**config.mk**
```make
export PLATFORM = sky130hd
export DESIGN_NAME = dlyrd_bridge
export DESIGN_NICKNAME = d
export VERILOG_FILES = /design/src/rtl/dlyrd_pkg.sv /design/src/rtl/dlyrd_xlate.sv /design/src/rtl/dlyrd_pbuf.sv /design/src/rtl/dlyrd_dtimer.sv /design/src/rtl/dlyrd_bridge.sv
export SDC_FILE = /design/constraint.sdc
export NUM_CORES = 1
export LEC_CHECK = 0
export BUFFER_PORTS_ARGS = -buffer_cell sky130_fd_sc_hd__clkbuf_2
export CAP_MARGIN = 20
export CORE_UTILIZATION = 50
export DETAILED_ROUTE_END_ITERATION = 10
export PLACE_DENSITY = 0.7
export SLEW_MARGIN = 20
export SYNTH_ARGS = -nofsm -noshare
export SYNTH_HDL_FRONTEND = slang
export SYNTH_HIERARCHICAL = 1
export SYNTH_SLANG_ARGS = --single-unit
```
**constraint.sdc**
```tcl
create_clock -name clk -period 5.8 [get_ports clk]
set_clock_uncertainty 0.2 [all_clocks]
set_input_delay 0.58 -clock clk [delete_from_list [all_inputs] [get_ports clk]]
set_output_delay 0.58 -clock clk [all_outputs]
set_load 0.005 [all_outputs]
```
**src/rtl/dlyrd_pkg.sv**
```systemverilog
// Shared types for the delayed-read bridge controller.
// Assumes PCI command codes on a 4-bit bus.
package dlyrd_pkg;
    typedef enum logic [2:0] {
        ST_IDLE,
        ST_ISSUE,
        ST_FETCH,
        ST_READY,
        ST_DELIVER
    } dr_state_t;

    localparam logic [3:0] CMD_IO_RD       = 4'b0010;
    localparam logic [3:0] CMD_MEM_RD      = 4'b0110;
    localparam logic [3:0] CMD_MEM_RD_MULT = 4'b1100;
endpackage

```
**src/rtl/dlyrd_xlate.sv**
```systemverilog
// Request translation: turns latched host qualifiers into the PCI command,
// the translated address, the word count and the byte enables.
// Assumes AW > HI_W + 2 and a 4-bit byte-enable field.
module dlyrd_xlate #(
    parameter int AW       = 32,
    parameter int LW       = 4,
    parameter int DEPTH    = 8,
    parameter int HI_W     = 4,
    parameter logic [(2**HI_W)*HI_W-1:0] XLAT_MAP = 64'h0123_4567_89AB_CDEF,
    localparam int CNT_W   = $clog2(DEPTH + 1),
    localparam int NWIN    = 2**HI_W
) (
    input  logic [AW-1:0]    addr,
    input  logic [LW-1:0]    blen,
    input  logic             burst,
    input  logic             io,
    input  logic [3:0]       be,
    output logic [3:0]       cmd,
    output logic [AW-1:0]    paddr,
    output logic [CNT_W-1:0] len,
    output logic [3:0]       be_o
);
    import dlyrd_pkg::*;

    logic [HI_W-1:0] xtab [NWIN];
    logic [31:0]     want;

    // Unpack the per-window substitution values.
    for (genvar g = 0; g < NWIN; g++) begin : g_win
        assign xtab[g] = XLAT_MAP[g*HI_W +: HI_W];
    end

    // Command from space type and burst flag.
    always_comb begin
        if (io)         cmd = CMD_IO_RD;
        else if (burst) cmd = CMD_MEM_RD_MULT;
        else            cmd = CMD_MEM_RD;
    end

    // Address substitution with low-bit handling per space.
    always_comb begin
        paddr = {xtab[addr[AW-1 -: HI_W]], addr[AW-HI_W-1:2], io ? addr[1:0] : 2'b00};
    end

    // Word count, capped at the buffer depth.
    always_comb begin
        want = burst ? (32'(blen) + 32'd1) : 32'd1;
        len  = CNT_W'((want > 32'(DEPTH)) ? 32'(DEPTH) : want);
    end

    // Byte enables: all lanes on a burst.
    always_comb begin
        be_o = burst ? 4'hF : be;
    end
endmodule

```
**src/rtl/dlyrd_pbuf.sv**
```systemverilog
// Prefetch buffer: DEPTH words, one write port, one asynchronous read port.
// Assumes the writer never addresses beyond DEPTH-1. Contents are not reset.
module dlyrd_pbuf #(
    parameter int DW    = 32,
    parameter int DEPTH = 8,
    localparam int IW   = (DEPTH > 1) ? $clog2(DEPTH) : 1
) (
    input  logic          clk,
    input  logic          we,
    input  logic [IW-1:0] waddr,
    input  logic [DW-1:0] wdata,
    input  logic [IW-1:0] raddr,
    output logic [DW-1:0] rdata
);
    logic [DW-1:0] mem [DEPTH];

    // One storage register per entry.
    for (genvar i = 0; i < DEPTH; i++) begin : g_ent
        always_ff @(posedge clk) begin
            if (we && waddr == IW'(i)) mem[i] <= wdata;
        end
    end

    // Read port.
    assign rdata = mem[raddr];
endmodule

```
**src/rtl/dlyrd_dtimer.sv**
```systemverilog
// Discard timer: counts cycles while run is high and clears when run is low.
// expire marks the last cycle the buffered data may still be claimed.
// Assumes DISC >= 1.
module dlyrd_dtimer #(
    parameter int DISC  = 16,
    localparam int TW   = $clog2(DISC + 1)
) (
    input  logic clk,
    input  logic rst_n,
    input  logic run,
    output logic expire
);
    logic [TW-1:0] cnt;

    // Age counter, held at zero outside the holding state.
    always_ff @(posedge clk) begin
        if (!rst_n)       cnt <= '0;
        else if (!run)    cnt <= '0;
        else if (!expire) cnt <= cnt + 1'b1;
    end

    assign expire = (cnt == TW'(DISC - 1));
endmodule

```
**src/rtl/dlyrd_bridge.sv**
```systemverilog
// Delayed-read bridge controller. It answers host reads for a PCI target
// with rearbitrate, prefetches in the background, and hands the buffered
// words to an identical re-issued read. Stale data is discarded by a timer.
// Assumes one host attempt per h_req pulse and a PCI side that reports
// done, retry or abort with single-cycle pulses after p_req.
module dlyrd_bridge #(
    parameter int AW          = 32,
    parameter int DW          = 32,
    parameter int LW          = 4,
    parameter int DEPTH       = 8,
    parameter int DISCARD_CYC = 16,
    parameter int HI_W        = 4,
    parameter logic [(2**HI_W)*HI_W-1:0] XLAT_MAP = 64'h0123_4567_89AB_CDEF
) (
    input  logic                       clk,
    input  logic                       rst_n,
    input  logic                       h_req,
    input  logic [AW-1:0]              h_addr,
    input  logic [LW-1:0]              h_blen,
    input  logic                       h_burst,
    input  logic                       h_io,
    input  logic [3:0]                 h_be,
    output logic                       h_ack,
    output logic                       h_rearb,
    output logic                       h_err,
    output logic                       h_rd_valid,
    output logic [DW-1:0]              h_rd_data,
    output logic                       h_rd_last,
    output logic                       p_req,
    output logic [3:0]                 p_cmd,
    output logic [AW-1:0]              p_addr,
    output logic [$clog2(DEPTH+1)-1:0] p_len,
    output logic [3:0]                 p_be,
    input  logic                       p_dvalid,
    input  logic [DW-1:0]              p_data,
    input  logic                       p_done,
    input  logic                       p_retry,
    input  logic                       p_abort
);
    import dlyrd_pkg::*;

    localparam int CNT_W = $clog2(DEPTH + 1);
    localparam int IW    = (DEPTH > 1) ? $clog2(DEPTH) : 1;

    dr_state_t        st;
    logic [AW-1:0]    lat_addr;
    logic [LW-1:0]    lat_blen;
    logic             lat_burst;
    logic             lat_io;
    logic [3:0]       lat_be;
    logic             err_pend;
    logic [CNT_W-1:0] wcnt;
    logic [CNT_W-1:0] rcnt;
    logic [CNT_W-1:0] x_len;
    logic             hit;
    logic             take;
    logic             expire;
    logic             last_beat;
    logic [DW-1:0]    rdata;

    dlyrd_xlate #(
        .AW(AW), .LW(LW), .DEPTH(DEPTH), .HI_W(HI_W), .XLAT_MAP(XLAT_MAP)
    ) u_xlate (
        .addr(lat_addr), .blen(lat_blen), .burst(lat_burst), .io(lat_io),
        .be(lat_be), .cmd(p_cmd), .paddr(p_addr), .len(x_len), .be_o(p_be)
    );

    dlyrd_pbuf #(.DW(DW), .DEPTH(DEPTH)) u_pbuf (
        .clk(clk), .we(take), .waddr(wcnt[IW-1:0]), .wdata(p_data),
        .raddr(rcnt[IW-1:0]), .rdata(rdata)
    );

    dlyrd_dtimer #(.DISC(DISCARD_CYC)) u_tmr (
        .clk(clk), .rst_n(rst_n), .run(st == ST_READY), .expire(expire)
    );

    // Exact match of a host read against the latched request.
    assign hit = h_req && (h_addr == lat_addr) && (h_blen == lat_blen)
              && (h_burst == lat_burst) && (h_io == lat_io);

    // A returned word is stored while room remains and no abort or retry.
    assign take = (st == ST_FETCH) && p_dvalid && !p_abort && !p_retry
               && (wcnt < x_len);

    assign last_beat  = (rcnt == x_len - 1'b1);
    assign p_req      = (st == ST_ISSUE);
    assign p_len      = x_len;
    assign h_rd_valid = (st == ST_DELIVER);
    assign h_rd_last  = (st == ST_DELIVER) && last_beat;
    assign h_rd_data  = (st == ST_DELIVER) ? rdata : '0;

    // Main sequencer: host responses, fetch progress and delivery.
    always_ff @(posedge clk) begin
        if (!rst_n) begin
            st        <= ST_IDLE;
            h_ack     <= 1'b0;
            h_rearb   <= 1'b0;
            h_err     <= 1'b0;
            err_pend  <= 1'b0;
            wcnt      <= '0;
            rcnt      <= '0;
            lat_addr  <= '0;
            lat_blen  <= '0;
            lat_burst <= 1'b0;
            lat_io    <= 1'b0;
            lat_be    <= '0;
        end else begin
            h_ack   <= 1'b0;
            h_rearb <= 1'b0;
            h_err   <= 1'b0;
            case (st)
                ST_IDLE: begin
                    if (h_req) begin
                        err_pend <= 1'b0;
                        if (err_pend && hit) begin
                            h_err <= 1'b1;
                        end else begin
                            lat_addr  <= h_addr;
                            lat_blen  <= h_blen;
                            lat_burst <= h_burst;
                            lat_io    <= h_io;
                            lat_be    <= h_be;
                            h_rearb   <= 1'b1;
                            st        <= ST_ISSUE;
                        end
                    end
                end
                ST_ISSUE: begin
                    if (h_req) h_rearb <= 1'b1;
                    wcnt <= '0;
                    st   <= ST_FETCH;
                end
                ST_FETCH: begin
                    if (h_req) h_rearb <= 1'b1;
                    if (p_abort) begin
                        err_pend <= 1'b1;
                        st       <= ST_IDLE;
                    end else if (p_retry) begin
                        st <= ST_ISSUE;
                    end else begin
                        if (take)   wcnt <= wcnt + 1'b1;
                        if (p_done) st   <= ST_READY;
                    end
                end
                ST_READY: begin
                    if (hit) begin
                        h_ack <= 1'b1;
                        rcnt  <= '0;
                        st    <= ST_DELIVER;
                    end else begin
                        if (h_req)  h_rearb <= 1'b1;
                        if (expire) st      <= ST_IDLE;
                    end
                end
                ST_DELIVER: begin
                    if (h_req) h_rearb <= 1'b1;
                    if (last_beat) st   <= ST_IDLE;
                    else           rcnt <= rcnt + 1'b1;
                end
                default: st <= ST_IDLE;
            endcase
        end
    end
endmodule

```
==> results.cfg, run 1 <==
[critical_path]
cp_slowest_cell = nor2_4
worstPathRequired_ns = 5.72
critPathCaptureType = flip-flop
crit_fanout = 32
slowest_delay_ns = 0.88
critical_path.top_delay_family = simple AND/OR/NAND/NOR gates
cp-start-kind = flip-flop
crit_buf_inv = 2
cp.arrival_ns = 3.78
worstPathCellList = ha_1, nand2b_1, mux2i_1, and3_1, inv_1, ha_1, a21o_1, a21oi_1, o21ai_0, inv_1, nand2b_1, nor2_4
crit_type = flip-flop to flip-flop

[finish]
drive_gt1_share_pct = 30.11
final_common_cell = edfxtp_1
final_cell_mix = edfxtp_1 (256), clkbuf_2 (160), nand2_1 (101)
nets = 1086
area_growth_pct = 16.76
fin_util_pct = 59.37
fill_cells = 2022

[sta]
finalMaxSlewViolations = 0
max_freq_mhz = 259.2
setup_viol = 0
hold_violations = 0
tns_ns = 0
grt_setup_unrepaired = false
tightest_slew_ns = 1.082
layout_min_cycle_time_ns = 3.857
slew_headroom_pct = 27.69
period_share_pct = 66.51

[synthesis]
ys_seq_elements = 318
ys_seq_area_share_pct = 65.34
synth_async_sr_flop_share_pct = 0
syn_area_per_cell_um2 = 16.10
synth_cells = 849
ys.flop_type = edfxtp_1
syn_area_um2 = 13670
synth_warnings = 6
syn_nets = 940
synth_cell_types = 44
synth-edff-count = 256

[detailed_routing]
dr.pass1.iters = 5
post-route-drc-count = 0
drtIter0Drc = 546
drt_wl_total_mm = 27.65
ant_nets = 0
wl_per_cell_um = 20.24
vias = 7513
routed_via_density = 5.500

[floorplanning]
die_h_um = 167.3
die_width_um = 167.3
rows = 60
fp.dieArea_um2 = 28000
ios = 163
start_util_pct = 50.85
fp.coreArea_um2 = 26880

[clock_network]
ctsHoldBuffers = 0
cts_buffer_depth = 3
path_clk_slew_ns = 0.06
cts_setup_buffers = 0
cts_tree = yes
clock_latency_ns = 0.52
h-tree-depth = 2
cts_resized = 0
cts_sinks = 318
root_buffer = clkbuf_16
cts_inserted_buffers = 36

[pwr]
p_int_mw = 4.014
combPwrFrac_pct = 4.9
p_per_area_nw_per_um2 = 319.1
power_switching_mw = 1.077
ir_worst_vdd_mv = 0.2549
p_sw_share_pct = 21.16
p_leak_nw = 5.955
power.share.sequential_pct = 49.5
p_clk_share_pct = 45.6

[global_routing]
grt_pass1_vias = 7522
use_met1_pct = 26.73
grtUsageMet2_pct = 32.79
use_met3_pct = 4.018
track_usage_pct = 19.90
antenna_found_initial = 1
grt_max_degree = 99
overflow = 0
gr-max-usage-layer = met2
grt_pass1_wl_mm = 42.48

[placed_design]
hpwl_mm = 16.71
io_buffer_count = 161
place_congestion = 0.7897

[outcome]
outcome = completed

[min_path]
min_path_type = primary input to flip-flop

[job]
cap_viol_max_count = 0
-- cells in the mapped netlist (4+ instances only) --
library cell  number  area (µm²)
a21oi_1            7       35.03
and3_1            38       237.7
buf_2              6       30.03
buf_4             27       202.7
buf_6             11       123.9
clkbuf_1          21       78.83
dfxtp_1           62        1241
edfxtp_1         256        7687
ha_1              10       125.1
inv_1             17       63.81
mux2_2            32       360.4
mux2i_1           46       460.4
mux4_1            40        1051
mux4_2            24       540.5
nand2_1          101       379.1
nand2b_1           6       37.54
nand3_1            6       30.03
nand4_1            8       50.05
nor2_1            24       90.09
nor3_1             6       30.03
nor4_1             5       31.28
o21a_1             4       30.03
o21ai_0            6       30.03
or2_2              6       37.54
xnor2_1           27       236.5
xor2_1            23       201.4
-- per-stage QoR --
stage | hold slack, ns | instances | power (mW) | instance area (µm²) | worst slack [ns]
3_3_place_gp | 0.2389 | 1293 | 2.812 | 14600 | 1.932
6_report | 0.09476 | 1366 | 5.091 | 15960 | 1.943
5_1_grt | 0.1030 | 1364 | 5.259 | 15950 | 1.671
3_5_place_dp | 0.2477 | 1296 | 2.819 | 14670 | 1.877
2_1_floorplan | 0.2295 | 849 | 2.721 | 13670 | 0.8953
4_1_cts | 0.07584 | 1362 | 5.142 | 15900 | 1.841
-- final timing paths --
kind / start / to / slack, ns / cells after the start
worst max-delay path: lat_blen[0]$_SDFFE_PN0P_ / u_pbuf/mem[4][28]$_DFFE_PP_ / 1.94 / 12
worst min-delay path: h_be[0] / lat_be[0]$_SDFFE_PN0P_ / 0.09 / 3
worst max register to register: lat_blen[0]$_SDFFE_PN0P_ / u_pbuf/mem[4][28]$_DFFE_PP_ / 1.94 / 12
worst min register to register: lat_be[3]$_SDFFE_PN0P_ / lat_be[3]$_SDFFE_PN0P_ / 0.25 / 2
-- cell families after synthesis --
family | after synthesis | share of synthesized area (%)
DFF | 318 | 65.34
other | 1 | 0.02744
buffers and inverters | 85 | 3.736
and+or+nand+nor | 216 | 7.847
muxes | 142 | 17.65
xor gates and xnor gates | 50 | 3.205
adders and majority gates | 10 | 0.9156
AOI/OAI and AO/OA | 27 | 1.282
-- flip-flops by register name (all words and copies together), names as in the netlist, 3 cells and up --
name / cells
u_pbuf/mem: 256
lat_addr: 32
u_tmr/cnt: 5
lat_be: 4
lat_blen: 4
rcnt: 4
wcnt: 4
st: 3
-- cell type report --
cell class,count,area [µm²],share of cell area (%)
Inverter,17,63.81,0.3999
Clock buffer,40,915.9,5.740
Antenna cell,2,5.005,0.03137
Multi-Input combinational cell,446,4292,26.90
Tap cell,341,426.7,2.674
Sequential cell,318,8935,55.99
Timing Repair Buffer,176,1003,6.289
Clock inverter,26,315.3,1.976
-- power groups by stage --
stage | clock network [mW] | registers, mW | logic [mW]
after floorplan | 0 | 2.56 | 0.159
after global placement | 0 | 2.57 | 0.246
after detailed placement | 0 | 2.57 | 0.250
after CTS | 2.37 | 2.52 | 0.252
after global routing | 2.46 | 2.52 | 0.275
final | 2.32 | 2.52 | 0.249
-- worst min-delay path, cell delays in order --
cell	delay, ns
clkbuf_2	0.08
nand2_1	0.05
mux2i_1	0.05
-- metal layers --
metal	wire [µm]	vias up	part of all wire (%)
li1	-	3517	-
met1	12120	3740	44
met2	13470	214	49
met3	1490	42	5.4
met4	565	0	2.0
met5	0	-	0
No activity file was read; power rests on OpenSTA's default activity.
==> run 2: changes to the inputs <==
--- a/config.mk
+++ b/config.mk
@@ -9,7 +9,7 @@
 export CAP_MARGIN = 20
 export CORE_UTILIZATION = 50
 export DETAILED_ROUTE_END_ITERATION = 10
-export PLACE_DENSITY = 0.7
+export PLACE_DENSITY = 0.73
 export SLEW_MARGIN = 20
 export SYNTH_ARGS = -nofsm -noshare
 export SYNTH_HDL_FRONTEND = slang
==> constraint.sdc (replaced) <==
create_clock -name clk -period 3.3 [get_ports clk]
set_clock_uncertainty 0.2 [all_clocks]
set_input_delay 0.33 -clock clk [delete_from_list [all_inputs] [get_ports clk]]
set_output_delay 0.33 -clock clk [all_outputs]
set_load 0.005 [all_outputs]
==> results.cfg, run 2 (synthesis gave the netlist of run 1 again) <==
[floorplanning]
die_h_um = 167.3
fp.coreArea_um2 = 26880
start_util_pct = 50.85
rows = 60
fp.dieArea_um2 = 28000
die_width_um = 167.3
ios = 163

[detailed_routing]
post-route-drc-count = 0
drt_wl_total_mm = 29.91
vias = 7988
ant_nets = 0
drtIter0Drc = 512
dr.pass1.iters = 5
wl_per_cell_um = 20.53
routed_via_density = 5.482

[sta]
layout_min_cycle_time_ns = 3.198
finalMaxSlewViolations = 0
max_freq_mhz = 312.7
period_share_pct = 96.90
tightest_slew_ns = 0.9024
slew_headroom_pct = 39.70
setup_viol = 0
setup_slack_ns = 0.1023
hold_violations = 0
tns_ns = 0

[finish]
fin_util_pct = 63.12
drive_gt1_share_pct = 30.11
final_common_cell = edfxtp_1
antennaDiodeCount = 0
largest_register_ffs = 256
final_cell_mix = edfxtp_1 (256), clkbuf_2 (159), nand2_1 (100)
reg.largest.list = u_pbuf/mem: 256 flops, lat_addr: 32 flops, u_tmr/cnt: 5 flops
area_growth_pct = 24.13
fill_cells = 1865
largest_register = u_pbuf/mem
fin_area_um2 = 16960
nets = 1183

[pwr]
power_switching_mw = 1.815
p_leak_nw = 6.338
p_int_mw = 6.751
p_sw_share_pct = 21.18
ir_worst_vdd_mv = 0.5222
p_clk_share_pct = 41.9
power.share.sequential_pct = 51.8
p_per_area_nw_per_um2 = 505.0
combPwrFrac_pct = 6.3

[placed_design]
place_congestion = 0.7954
hpwl_mm = 18.03
post-place-ws_ns = 0.1254
placed_cell_area_um2 = 14940
io_buffer_count = 161

[global_routing]
grt_pass1_wl_mm = 45.18
overflow = 0
grt_max_degree = 82
track_usage_pct = 21.02
grt_pass1_vias = 8158
antenna_found_initial = 0

[critical_path]
cp.arrival_ns = 2.67
worstPathCellList = buf_4, nand3_1, mux2i_2, and3_4, inv_2, ha_4, xor2_2, xnor2_1, nand4_1, nor2_1, buf_2
critical_path.top_delay_family = simple AND/OR/NAND/NOR gates
regToRegEndpoint = lat_addr[22]$_SDFFE_PN0P_
reg2reg_depth = 8
critPathCaptureType = primary output
cp_slowest_cell = dfxtp_4
r2r-start = lat_blen[1]$_SDFFE_PN0P_
worstPathRequired_ns = 2.77
crit_type = flip-flop to primary output
reg2reg_slack_ns = 0.16
slowest_delay_ns = 0.36
cp-start-kind = flip-flop
crit_buf_inv = 3
crit_fanout = 3

[clock_network]
path_clk_slew_ns = 0.06
root_buffer = clkbuf_16
cts_tree = yes
clock_latency_ns = 0.56
cts_sinks = 318
cts_buffer_depth = 3
h-tree-depth = 1
cts_inserted_buffers = 31

[job]
cap_viol_max_count = 0

[min_path]
whs_endpoint = st[1]$_SDFFE_PN0P_
hold_start = p_retry
min_path_type = primary input to flip-flop
whs_path_depth = 5

[outcome]
outcome = completed
## run 2: worst min-delay path: cells and delay by family
family,cells,cell delay (ns)
AO/OA/AOI/OAI,2,0.29
AND/OR/NAND/NOR,2,0.18
buffers and inverters,1,0.08
## run 2: power groups by stage
stage | clock (mW) | combinational [mW] | sequential (mW)
detailed placement | 0 | 0.446 | 4.52
finish | 3.59 | 0.542 | 4.43
floorplan | 0 | 0.281 | 4.50
global placement | 0 | 0.435 | 4.51
global route | 3.80 | 0.589 | 4.44
CTS | 3.64 | 0.527 | 4.43
## run 2: area by class of cell
type | instances | area (µm²) | area share, %
multi-input cells | 446 | 4382 | 25.83
well taps | 341 | 426.7 | 2.515
clock buffers | 35 | 790.8 | 4.661
inverters | 17 | 63.81 | 0.3762
clock inverters | 22 | 252.7 | 1.490
flip-flops and latches | 318 | 8942 | 52.71
repair buffers | 278 | 2106 | 12.41
## run 2: worst max-delay path by stage
stage | startpoint | slack, ns | cells past startpoint | endpoint
after global placement | lat_blen[1]$_SDFFE_PN0P_ | 0.17 | 13 | u_pbuf/mem[2][24]$_DFFE_PP_
after CTS | rcnt[0]$_SDFFE_PN0P_ | 0.05 | 5 | h_rd_data[10]
after detailed placement | lat_blen[1]$_SDFFE_PN0P_ | 0.13 | 13 | u_pbuf/mem[2][12]$_DFFE_PP_
final | lat_blen[1]$_SDFFE_PN0P_ | 0.10 | 11 | h_rd_last
after floorplan | lat_blen[1]$_SDFFE_PN0P_ | -0.11 | 12 | u_pbuf/mem[7][0]$_DFFE_PP_
after global routing | lat_blen[1]$_SDFFE_PN0P_ | -0.03 | 11 | h_rd_last
## run 2: metrics by stage
stage | power (mW) | instances | hold WS (ns)
after floorplan | 4.786 | 849 | 0.2289
after global placement | 4.948 | 1312 | 0.2369
after detailed placement | 4.962 | 1312 | 0.2502
after CTS | 8.602 | 1451 | 0.1437
after global routing | 8.832 | 1457 | 0.1733
final | 8.566 | 1457 | 0.1672
## run 2: routing by layer
metal  track usage, %  wire length (µm)
met5                0                 0
met4            5.465               492
met3            3.427              1666
met2            37.50             15510
met1            26.67             12240
## run 2: what timing repair did
item / 4_1_cts / 5_1_grt
gates resized for setup: 0 / 14
endpoints found under the setup margin: 0 / 47
endpoints found under the hold margin: 307 / 0
hold buffers: 82 / 0
buffers inserted: 0 / 5
==> run 3: changes to the inputs <==
--- a/config.mk
+++ b/config.mk
@@ -7,6 +7,7 @@
 export LEC_CHECK = 0
 export BUFFER_PORTS_ARGS = -buffer_cell sky130_fd_sc_hd__clkbuf_2
 export CAP_MARGIN = 20
+export CORE_MARGIN = 3
 export CORE_UTILIZATION = 50
 export DETAILED_ROUTE_END_ITERATION = 10
 export PLACE_DENSITY = 0.73
==> results.cfg, run 3 (synthesis gave the netlist of run 1 again) <==
[finish]
largest_register = u_pbuf/mem
final_cells = 1454
area_growth_pct = 23.09
fill_cells = 1852
final_common_cell = edfxtp_1
seqCellArea_um2 = 8937
reg.largest.list = u_pbuf/mem: 256 flops, lat_addr: 32 flops, u_tmr/cnt: 5 flops
multiInputGateArea_um2 = 4340
largest_register_ffs = 256
final_cell_mix = edfxtp_1 (256), clkbuf_2 (160), nand2_1 (100)
drive_gt1_share_pct = 29.87
nets = 1185

[clock_network]
root_buffer = clkbuf_16
h-tree-depth = 2
cts_tree = yes
clock_latency_ns = 0.50
path_clk_slew_ns = 0.05
cts_sinks = 318
cts_buffer_depth = 3
cts_inserted_buffers = 34

[floorplanning]
start_util_pct = 51.71
ios = 163
die_width_um = 171.3
die_h_um = 171.3
fp.coreArea_um2 = 26430
fp.dieArea_um2 = 29350
rows = 59

[sta]
hold-worst-slack_ns = 0.1350
layout_min_cycle_time_ns = 3.204
slew_headroom_pct = 59.25
period_share_pct = 97.09
grt_setup_unrepaired = true
setup_viol = 0
max_freq_mhz = 312.1
tns_ns = 0
tightest_slew_ns = 0.6113
finalMaxSlewViolations = 0
hold_violations = 0

[pwr]
p_per_area_nw_per_um2 = 504.3
power_mw = 8.483
p_leak_nw = 6.313
ir_worst_vdd_mv = 0.4741

[critical_path]
worstPathRequired_ns = 2.77
cp-start-kind = flip-flop
regToRegEndpoint = u_pbuf/mem[0][21]$_DFFE_PP_
critPathLaunch = lat_blen[1]$_SDFFE_PN0P_
reg2reg_depth = 14
crit_type = flip-flop to primary output
crit_path_end = h_rd_last
crit_fanout = 4
reg2reg_slack_ns = 0.15
critPathCaptureType = primary output
r2r-start = lat_blen[1]$_SDFFE_PN0P_
cp.arrival_ns = 2.67

[detailed_routing]
routed_via_density = 5.392
dr.pass1.iters = 5
post-route-drc-count = 0
drtIter0Drc = 454
vias = 7840
ant_nets = 0
drt_wl_total_mm = 29.50
wl_per_cell_um = 20.29

[job]
cap_viol_max_count = 0

[placed_design]
place_congestion = 0.7549
io_buffer_count = 161
hpwl_mm = 18.49
place_inst = 1311

[global_routing]
grt_max_degree = 72
grt_pass1_wl_mm = 45.48
track_usage_pct = 20.24
overflow = 0
grt_pass1_vias = 7977
antenna_found_initial = 2

[min_path]
min_path_type = primary input to flip-flop

[outcome]
outcome = completed
[run 3: cell types whose count changed in the layout (fill, tap and decap cells not counted), moves of 3 or more]
cell / delta
buf_4: +6
bufinv_16: -4
clkbuf_1: +8
clkbuf_16: +3
clkinv_1: -3
dlygate4sd3_1: -5
[run 3: power by group]
part | switching [mW] | total, mW | internal [mW]
clock network | 1.46 | 3.52 | 2.06
logic | 0.282 | 0.535 | 0.253
registers | 0.0519 | 4.43 | 4.38
[run 3: per-layer routing]
metal | wire, µm | share of wire [%] | GRT usage, % | up-vias
li1 | - | - | - | 3713
met5 | 0 | 0 | 0 | -
met2 | 15240 | 52 | 35.54 | 204
met4 | 575 | 1.9 | 5.283 | 0
met3 | 1354 | 4.6 | 3.516 | 43
met1 | 12330 | 42 | 26.38 | 3880
[run 3: critical path: stages, from the launching register on]
cell and delay, ns:
dfxtp_2 0.34, ha_2 0.19, nand2b_1 0.15, mux2i_2 0.21, and3_4 0.23, inv_1 0.05
ha_1 0.18, xor2_1 0.17, xnor2_1 0.23, nand4_1 0.14, nor2_2 0.14, clkbuf_2 0.15
[run 3: through the flow]
| stage | utilization [%] | cell area [µm²] | setup WS (ns) |
|---|---|---|---|
| detailed placement | 56.58 | 14950 | 0.1345 |
| global placement | 56.58 | 14950 | 0.2210 |
| floorplan | - | 13730 | -0.1064 |
| finish | 63.65 | 16820 | 0.09613 |
| CTS | 63.38 | 16750 | 0.06670 |
| global route | 63.65 | 16820 | -0.08719 |
[run 3: repair_timing]
action,CTS,global route
buffers inserted,0,4
resized for setup,0,9
setup endpoints to repair,0,89
hold endpoints to repair,300,0
hold buffers,77,0
[run 3: worst min-delay path by stage]
stage	from	endpoint	slack (ns)	depth (start not counted)
CTS	rst_n	st[2]$_SDFFE_PN0P_	0.12	2
floorplan	p_data[0]	u_pbuf/mem[0][0]$_DFFE_PP_	0.23	0
global route	rst_n	st[2]$_SDFFE_PN0P_	0.14	2
global placement	lat_be[2]$_SDFFE_PN0P_	lat_be[2]$_SDFFE_PN0P_	0.24	2
finish	rst_n	st[2]$_SDFFE_PN0P_	0.14	2
detailed placement	lat_be[0]$_SDFFE_PN0P_	lat_be[0]$_SDFFE_PN0P_	0.25	2
[run 3: final cells by class]
type,instances,area share [%]
clock buffer,48,5.556
tap,335,2.492
antenna,1,0.01488
timing repair buffer,277,12.07
multi-input combinational,446,25.80
clock inverter,12,0.5504
inverter,17,0.3794
sequential,318,53.13
